===== src/rtl/mdu_pkg.sv =====
package mdu_pkg;

    localparam int unsigned MCYC_PER_OP = 4;

    typedef enum logic {
        OP_MUL = 1'b0,
        OP_DIV = 1'b1
    } mdu_op_e;

    typedef struct packed {
        logic cy;
        logic ov;
    } mdu_flags_t;

    function automatic int unsigned op_clocks(input int unsigned clks_per_mcyc);
        return MCYC_PER_OP * clks_per_mcyc;
    endfunction

endpackage


===== src/rtl/mdu_timer.sv =====
module mdu_timer #(
    parameter int unsigned TOTAL = 48
) (
    input  logic clk,
    input  logic rst,
    input  logic start_i,
    output logic accept_o,
    output logic fire_o,
    output logic busy_o,
    output logic done_o
);
    localparam int unsigned CNT_W = (TOTAL > 2) ? $clog2(TOTAL) : 1;

    logic [CNT_W-1:0] cnt;

    assign accept_o = start_i && !busy_o;
    assign fire_o   = busy_o && (cnt == '0);

    always_ff @(posedge clk) begin
        if (rst) begin
            cnt    <= '0;
            busy_o <= 1'b0;
            done_o <= 1'b0;
        end else begin
            done_o <= fire_o;
            if (accept_o) begin
                cnt    <= CNT_W'(TOTAL - 1);
                busy_o <= 1'b1;
            end else if (fire_o) begin
                busy_o <= 1'b0;
            end else if (busy_o) begin
                cnt <= cnt - 1'b1;
            end
        end
    end

    p_accept_r1: assert property (@(posedge clk) disable iff (rst)
        accept_o |=> busy_o && (cnt == CNT_W'(TOTAL - 1)));

    p_one_pulse_r2: assert property (@(posedge clk) disable iff (rst)
        done_o |=> !done_o);

    p_count_on_r3: assert property (@(posedge clk) disable iff (rst)
        (busy_o && cnt != '0) |=> busy_o && (cnt == $past(cnt) - 1'b1));

endmodule


===== src/rtl/mdu_mul_engine.sv =====
module mdu_mul_engine #(
    parameter int unsigned W = 8
) (
    input  logic           clk,
    input  logic           rst,
    input  logic           load_i,
    input  logic [W-1:0]   a_i,
    input  logic [W-1:0]   b_i,
    output logic [2*W-1:0] prod_o,
    output logic           fin_o
);
    localparam int unsigned STEP_W = $clog2(W + 1);

    logic [2*W-1:0]    prod;
    logic [W-1:0]      mcand;
    logic [STEP_W-1:0] step;
    logic [W:0]        sum;

    // add the multiplicand into the upper half when the current multiplier bit is set
    assign sum    = {1'b0, prod[2*W-1:W]} + {1'b0, (prod[0] ? mcand : {W{1'b0}})};
    assign fin_o  = (step == STEP_W'(W));
    assign prod_o = prod;

    always_ff @(posedge clk) begin
        if (rst) begin
            prod  <= '0;
            mcand <= '0;
            step  <= '0;
        end else if (load_i) begin
            prod  <= {{W{1'b0}}, b_i};
            mcand <= a_i;
            step  <= '0;
        end else if (!fin_o) begin
            prod <= {sum, prod[W-1:1]};
            step <= step + 1'b1;
        end
    end

    p_mul_fin_hold_r2: assert property (@(posedge clk) disable iff (rst)
        (fin_o && !load_i) |=> fin_o && $stable(prod));

endmodule


===== src/rtl/mdu_div_engine.sv =====
module mdu_div_engine #(
    parameter int unsigned W = 8
) (
    input  logic         clk,
    input  logic         rst,
    input  logic         load_i,
    input  logic [W-1:0] a_i,
    input  logic [W-1:0] b_i,
    output logic [W-1:0] quo_o,
    output logic [W-1:0] rem_o,
    output logic         fin_o
);
    localparam int unsigned STEP_W = $clog2(W + 1);

    logic [2*W-1:0]    rq;
    logic [W-1:0]      dvs;
    logic [STEP_W-1:0] step;
    logic [W:0]        trial;
    logic [W:0]        diff;

    assign trial = rq[2*W-1:W-1];
    assign diff  = trial - {1'b0, dvs};
    assign fin_o = (step == STEP_W'(W));
    assign quo_o = rq[W-1:0];
    assign rem_o = rq[2*W-1:W];

    always_ff @(posedge clk) begin
        if (rst) begin
            rq   <= '0;
            dvs  <= '0;
            step <= '0;
        end else if (load_i) begin
            rq   <= {{W{1'b0}}, a_i};
            dvs  <= b_i;
            step <= '0;
        end else if (!fin_o) begin
            if (!diff[W]) rq <= {diff[W-1:0], rq[W-2:0], 1'b1};
            else          rq <= {rq[2*W-2:0], 1'b0};
            step <= step + 1'b1;
        end
    end

    p_div_rem_bound_r6: assert property (@(posedge clk) disable iff (rst)
        (fin_o && dvs != '0) |-> (rem_o < dvs));

endmodule


===== src/rtl/muldiv_seq.sv =====
module muldiv_seq
    import mdu_pkg::*;
#(
    parameter int unsigned DATA_W        = 8,
    parameter int unsigned CLKS_PER_MCYC = 12
) (
    input  logic              clk,
    input  logic              rst,
    input  logic              start_i,
    input  logic              op_div_i,
    input  logic [DATA_W-1:0] a_i,
    input  logic [DATA_W-1:0] b_i,
    output logic [DATA_W-1:0] a_o,
    output logic [DATA_W-1:0] b_o,
    output logic              cy_o,
    output logic              ov_o,
    output logic              busy_o,
    output logic              done_o
);
    localparam int unsigned TOTAL = op_clocks(CLKS_PER_MCYC);

    logic                accept, fire;
    mdu_op_e             op_q;
    logic [DATA_W-1:0]   a_q, b_q;
    logic [2*DATA_W-1:0] prod;
    logic [DATA_W-1:0]   quo, rem;
    logic                mul_fin, div_fin;
    mdu_flags_t          flags;

    mdu_timer #(.TOTAL(TOTAL)) u_timer (
        .clk(clk), .rst(rst), .start_i(start_i),
        .accept_o(accept), .fire_o(fire), .busy_o(busy_o), .done_o(done_o)
    );

    mdu_mul_engine #(.W(DATA_W)) u_mul (
        .clk(clk), .rst(rst), .load_i(accept), .a_i(a_i), .b_i(b_i),
        .prod_o(prod), .fin_o(mul_fin)
    );

    mdu_div_engine #(.W(DATA_W)) u_div (
        .clk(clk), .rst(rst), .load_i(accept), .a_i(a_i), .b_i(b_i),
        .quo_o(quo), .rem_o(rem), .fin_o(div_fin)
    );

    always_ff @(posedge clk) begin
        if (rst) begin
            op_q  <= OP_MUL;
            a_q   <= '0;
            b_q   <= '0;
            a_o   <= '0;
            b_o   <= '0;
            flags <= '0;
        end else begin
            if (accept) begin
                op_q <= mdu_op_e'(op_div_i);
                a_q  <= a_i;
                b_q  <= b_i;
            end
            if (fire) begin
                flags.cy <= 1'b0;
                if (op_q == OP_MUL) begin
                    a_o      <= prod[DATA_W-1:0];
                    b_o      <= prod[2*DATA_W-1:DATA_W];
                    flags.ov <= |prod[2*DATA_W-1:DATA_W];
                end else if (b_q == '0) begin
                    a_o      <= a_q;
                    b_o      <= b_q;
                    flags.ov <= 1'b1;
                end else begin
                    a_o      <= quo;
                    b_o      <= rem;
                    flags.ov <= 1'b0;
                end
            end
        end
    end

    assign cy_o = flags.cy;
    assign ov_o = flags.ov;

    p_excl_r2: assert property (@(posedge clk) disable iff (rst)
        !(busy_o && done_o));

    p_engines_ready_r2: assert property (@(posedge clk) disable iff (rst)
        fire |-> (mul_fin && div_fin));

    p_mul_ov_r5: assert property (@(posedge clk) disable iff (rst)
        (done_o && op_q == OP_MUL) |-> (ov_o == (b_o != '0)));

    p_div_ok_r6: assert property (@(posedge clk) disable iff (rst)
        (done_o && op_q == OP_DIV && b_q != '0) |-> (!ov_o && b_o < b_q));

    p_div_zero_r7: assert property (@(posedge clk) disable iff (rst)
        (done_o && op_q == OP_DIV && b_q == '0) |-> (ov_o && a_o == a_q && b_o == b_q));

    p_carry_clear_r8: assert property (@(posedge clk) disable iff (rst)
        done_o |-> !cy_o);

    p_hold_r9: assert property (@(posedge clk) disable iff (rst)
        !fire |=> $stable(a_o) && $stable(b_o) && $stable(ov_o));

    p_capture_r10: assert property (@(posedge clk) disable iff (rst)
        (busy_o && !fire) |=> $stable(a_q) && $stable(b_q) && $stable(op_q));

endmodule


===== config.mk =====
export PLATFORM = sky130hd
export DESIGN_NAME = muldiv_seq
export DESIGN_NICKNAME = d
export VERILOG_FILES = /design/src/rtl/mdu_pkg.sv /design/src/rtl/mdu_timer.sv /design/src/rtl/mdu_mul_engine.sv /design/src/rtl/mdu_div_engine.sv /design/src/rtl/muldiv_seq.sv
export SDC_FILE = /design/constraint.sdc
export NUM_CORES = 1
export LEC_CHECK = 0
export CORE_MARGIN = 2
export CORE_UTILIZATION = 30
export DETAILED_ROUTE_END_ITERATION = 7
export GPL_ROUTABILITY_DRIVEN = 0
export GPL_TIMING_DRIVEN = 0
export MAX_ROUTING_LAYER = met4
export SYNTH_ARGS = -nofsm -noshare
export SYNTH_HDL_FRONTEND = slang
export SYNTH_SLANG_ARGS = --single-unit

===== constraint.sdc =====
create_clock -name clk -period 3.2 [get_ports clk]
set_input_delay 0.64 -clock clk [delete_from_list [all_inputs] [get_ports clk]]
set_output_delay 0.64 -clock clk [all_outputs]
set_load 0.03 [all_outputs]

==> out/metrics.csv <==
stage,metric,value,unit
status,status,completed,
timing,slew_headroom,52.3,%
timing,tns,0,ns
timing,tightest_slew,0.713,ns
synthesis,synth-async-reset-ratio,0,%
critical_path,crit_required,3.44,ns
hold_path,hold_end,u_mul.mcand[2],
cells_and_area,final_common_cell,nand2_1,
critical_path,crit_arrival,2.65,ns
timing,post-route-period-util,75.4,%
detailed_routing,via_per_inst,5.05,
cells_and_area,fin_area,0.00515,mm^2
flow_run,cap_violations,0,
timing,min_period,2.41,ns
detailed_routing,antenna_left,0,
placement,dpl.hpwl,8840,um
global_route,grt_overflow,0,
clock_network,path_clk_slew,0.07,ns
clock_network,cts_max_level,3,
critical_path,cp_max_fo,8,
synthesis,synth.distinct_cells,58,
floorplanning,dieArea,0.0150,mm^2
floorplanning,die_x,122,um
placement,placed_cell_area,0.00482,mm^2
cells_and_area,area_growth,22.3,%
floorplanning,coreArea,0.0138,mm^2
cells_and_area,antenna_cells,0,
timing,fmax,414,MHz
cells_and_area,fillers,1471,
hold_path,min_path_type,reg -> reg,
global_route,grt_pass1_vias,3695,
critical_path,reg2reg_setup_slack,0.79,ns
timing,rsz0062_at_grt,false,
detailed_routing,routedWlPerCell,15.2,um
timing,hold_viol_final,0,
critical_path,rr_endpoint,u_div.rq[12],
synthesis,ys_ff_latch,82,
clock_network,cts_buffer_depth,2,
detailed_routing,detail_route.first_pass.iterations,5,
placement,place_ws,0.740,ns
detailed_routing,vias,3862,
power,p_leak,1.97,nW
power,power.density,645,mW/mm^2
critical_path,crit_path_end_kind,register,
timing,setup_violations,0,
critical_path,crit_path_start_kind,register,
synthesis,netlist_area,0.00421,mm^2
synthesis,synth-edff-count,0,
cells_and_area,seq_area,0.00164,mm^2
synthesis,synth_ff_type,dfxtp_1,
clock_network,worstSkewPairLatency,0.35,ns
power,vdd_ir_drop_max,319,uV
floorplanning,pin_count,40,
clock_network,cts_made_buffers,9,
synthesis,yosysSeqAreaShare,39.0,%
synthesis,synth_nets,574,
timing,maxSlewViolCount,0,
critical_path,r2r_cells,10,
synthesis,synthesis.instances,530,
cells_and_area,drive_gt1_share,6.16,%
global_route,grt_pass1_wl,19000,um
detailed_routing,drt_iter0_markers,294,
detailed_routing,drt_wl_total,11600,um
detailed_routing,drcViolationCount,0,
clock_network,root_buffer,clkbuf_16,
hold_path,holdPathStages,2,
clock_network,cts_tree,yes,
global_route,grt_usage,16.9,%
global_route,grt_antenna_before_repair,0,
timing,clock_skew,0.0130,ns
synthesis,ys_warn_count,0,
cells_and_area,layout_common_cells,"108 x nand2_1, 82 x dfxtp_1, 55 x nor2_1, 53 x a21oi_1, 38 x clkdlybuf4s50_1",
timing,fin_ws,0.786,ns
synthesis,syn_avg_cell_area,7.95,um^2
clock_network,cts_setup_buffers,0,
floorplanning,placement_rows,43,
critical_path,rr_startpoint,u_div.rq[7],
cells_and_area,final_nets,623,
hold_path,hold_start,u_mul.mcand[2],
floorplanning,initial_core_util,30.6,%
global_route,grt_max_degree,16,
floorplanning,dieHeight,122,um
cells_and_area,multi_input_area,0.00235,mm^2
clock_network,cts_resized,0,
critical_path,critical_path_class,reg -> reg,
clock_network,numClockSinks,82,
clock_network,ctsHoldBuffers,0,
placement,portBuffers,38,
==> worst max-delay path, cell delays in order (launching register included) <==
cell,delay (ns)
dfxtp_1,0.33
inv_1,0.09
ha_1,0.17
inv_1,0.06
fa_1,0.43
a211oi_1,0.32
nor3_1,0.12
mux2_4,0.40
nand4_2,0.11
a21oi_1,0.07
a31o_1,0.18
==> power breakdown <==
part | total [mW] | switching (mW) | internal [mW]
Combinational | 0.950 | 0.552 | 0.397
Clock | 1.17 | 0.454 | 0.714
Sequential | 1.21 | 0.0934 | 1.11
Total | 3.33 | 1.10 | 2.23
==> how the worst max path moves through the flow <==
stage                     start            to  cells past startpoint
floorplan           u_div.rq[7]  u_div.rq[12]                     10
finish              u_div.rq[7]  u_div.rq[12]                     10
CTS                 u_div.rq[7]  u_div.rq[12]                     10
global placement        start_i  u_div.rq[13]                      8
global route        u_div.rq[7]  u_div.rq[12]                     10
detailed placement      start_i   u_div.rq[9]                      8
==> metal layers <==
metal	wire, um	part of all wire [%]	global-route usage [%]	vias up
met1	5570	48	22.0	1827
li1	-	-	-	1938
met5	0	0	-	-
met3	500	4.3	3.44	14
met4	187	1.6	6.03	0
met2	5350	46	25.9	83
==> logic make-up (layout without fill, tap and decap cells) <==
kind of cell / after synthesis / after routing / share of synthesized area (%)
AND/OR/NAND/NOR: 238 / 238 / 25.6
AO/OA/AOI/OAI: 111 / 111 / 17.1
flip-flops: 82 / 82 / 39.0
buffers and inverters: 49 / 103 / 5.17
adder cells (fa/ha/maj): 24 / 24 / 7.49
XOR/XNOR: 16 / 16 / 3.33
multiplexers: 9 / 9 / 2.26
other: 1 / 1 / 0.0890
==> Yosys cell counts (all sizes together) (3+ instances only) <==
master | n | area [um^2]
nor4 | 5 | 31.3
nand2b | 3 | 18.8
xor2 | 7 | 61.3
nand3 | 16 | 80.1
or2 | 3 | 18.8
nor3 | 14 | 70.1
a221oi | 9 | 78.8
nand4 | 10 | 68.8
a21oi | 53 | 265
nor2 | 56 | 213
clkbuf | 19 | 71.3
nand2 | 110 | 432
o21ai | 7 | 35.0
buf | 11 | 75.1
dfxtp | 82 | 1640
ha | 22 | 275
o21bai | 3 | 22.5
and2 | 9 | 56.3
a21o | 3 | 22.5
a211oi | 14 | 110
a311oi | 8 | 70.1
inv | 18 | 67.6
xnor2 | 9 | 78.8
nand3b | 3 | 22.5
mux2i | 8 | 80.1
==> final cells by class <==
cell class | instances | share of cell area [%]
multi-input cells | 399 | 45.7
inverters | 19 | 1.38
clock inverters | 6 | 1.87
clock buffers | 10 | 4.64
repair buffers | 38 | 7.38
flip-flops and latches | 82 | 31.9
plain buffers | 30 | 2.84
well taps | 180 | 4.37
==> metrics by stage <==
step | hold slack [ns] | power [mW] | utilization [%] | cells
finish | 0.472 | 3.33 | 37.4 | 764
global route | 0.510 | 3.50 | 37.4 | 764
CTS | 0.469 | 3.34 | 37.4 | 764
detailed placement | 0.462 | 2.17 | 35.0 | 748
global placement | 0.461 | 2.15 | 35.0 | 748
floorplan | 0.444 | 1.93 | - | 530
==> state kept, by name, indices dropped and copies added, names as in the netlist <==
name,flops
u_timer.done_o,1
u_div.dvs,8
a_o,8
u_mul.mcand,8
u_div.rq,16
ov_o,1
b_o,8
u_timer.busy_o,1
u_timer.cnt,6
op_q,1
u_mul.step,4
u_mul.prod_o,16
u_div.step,4
Note: power is estimated with default switching activity, not from simulation.
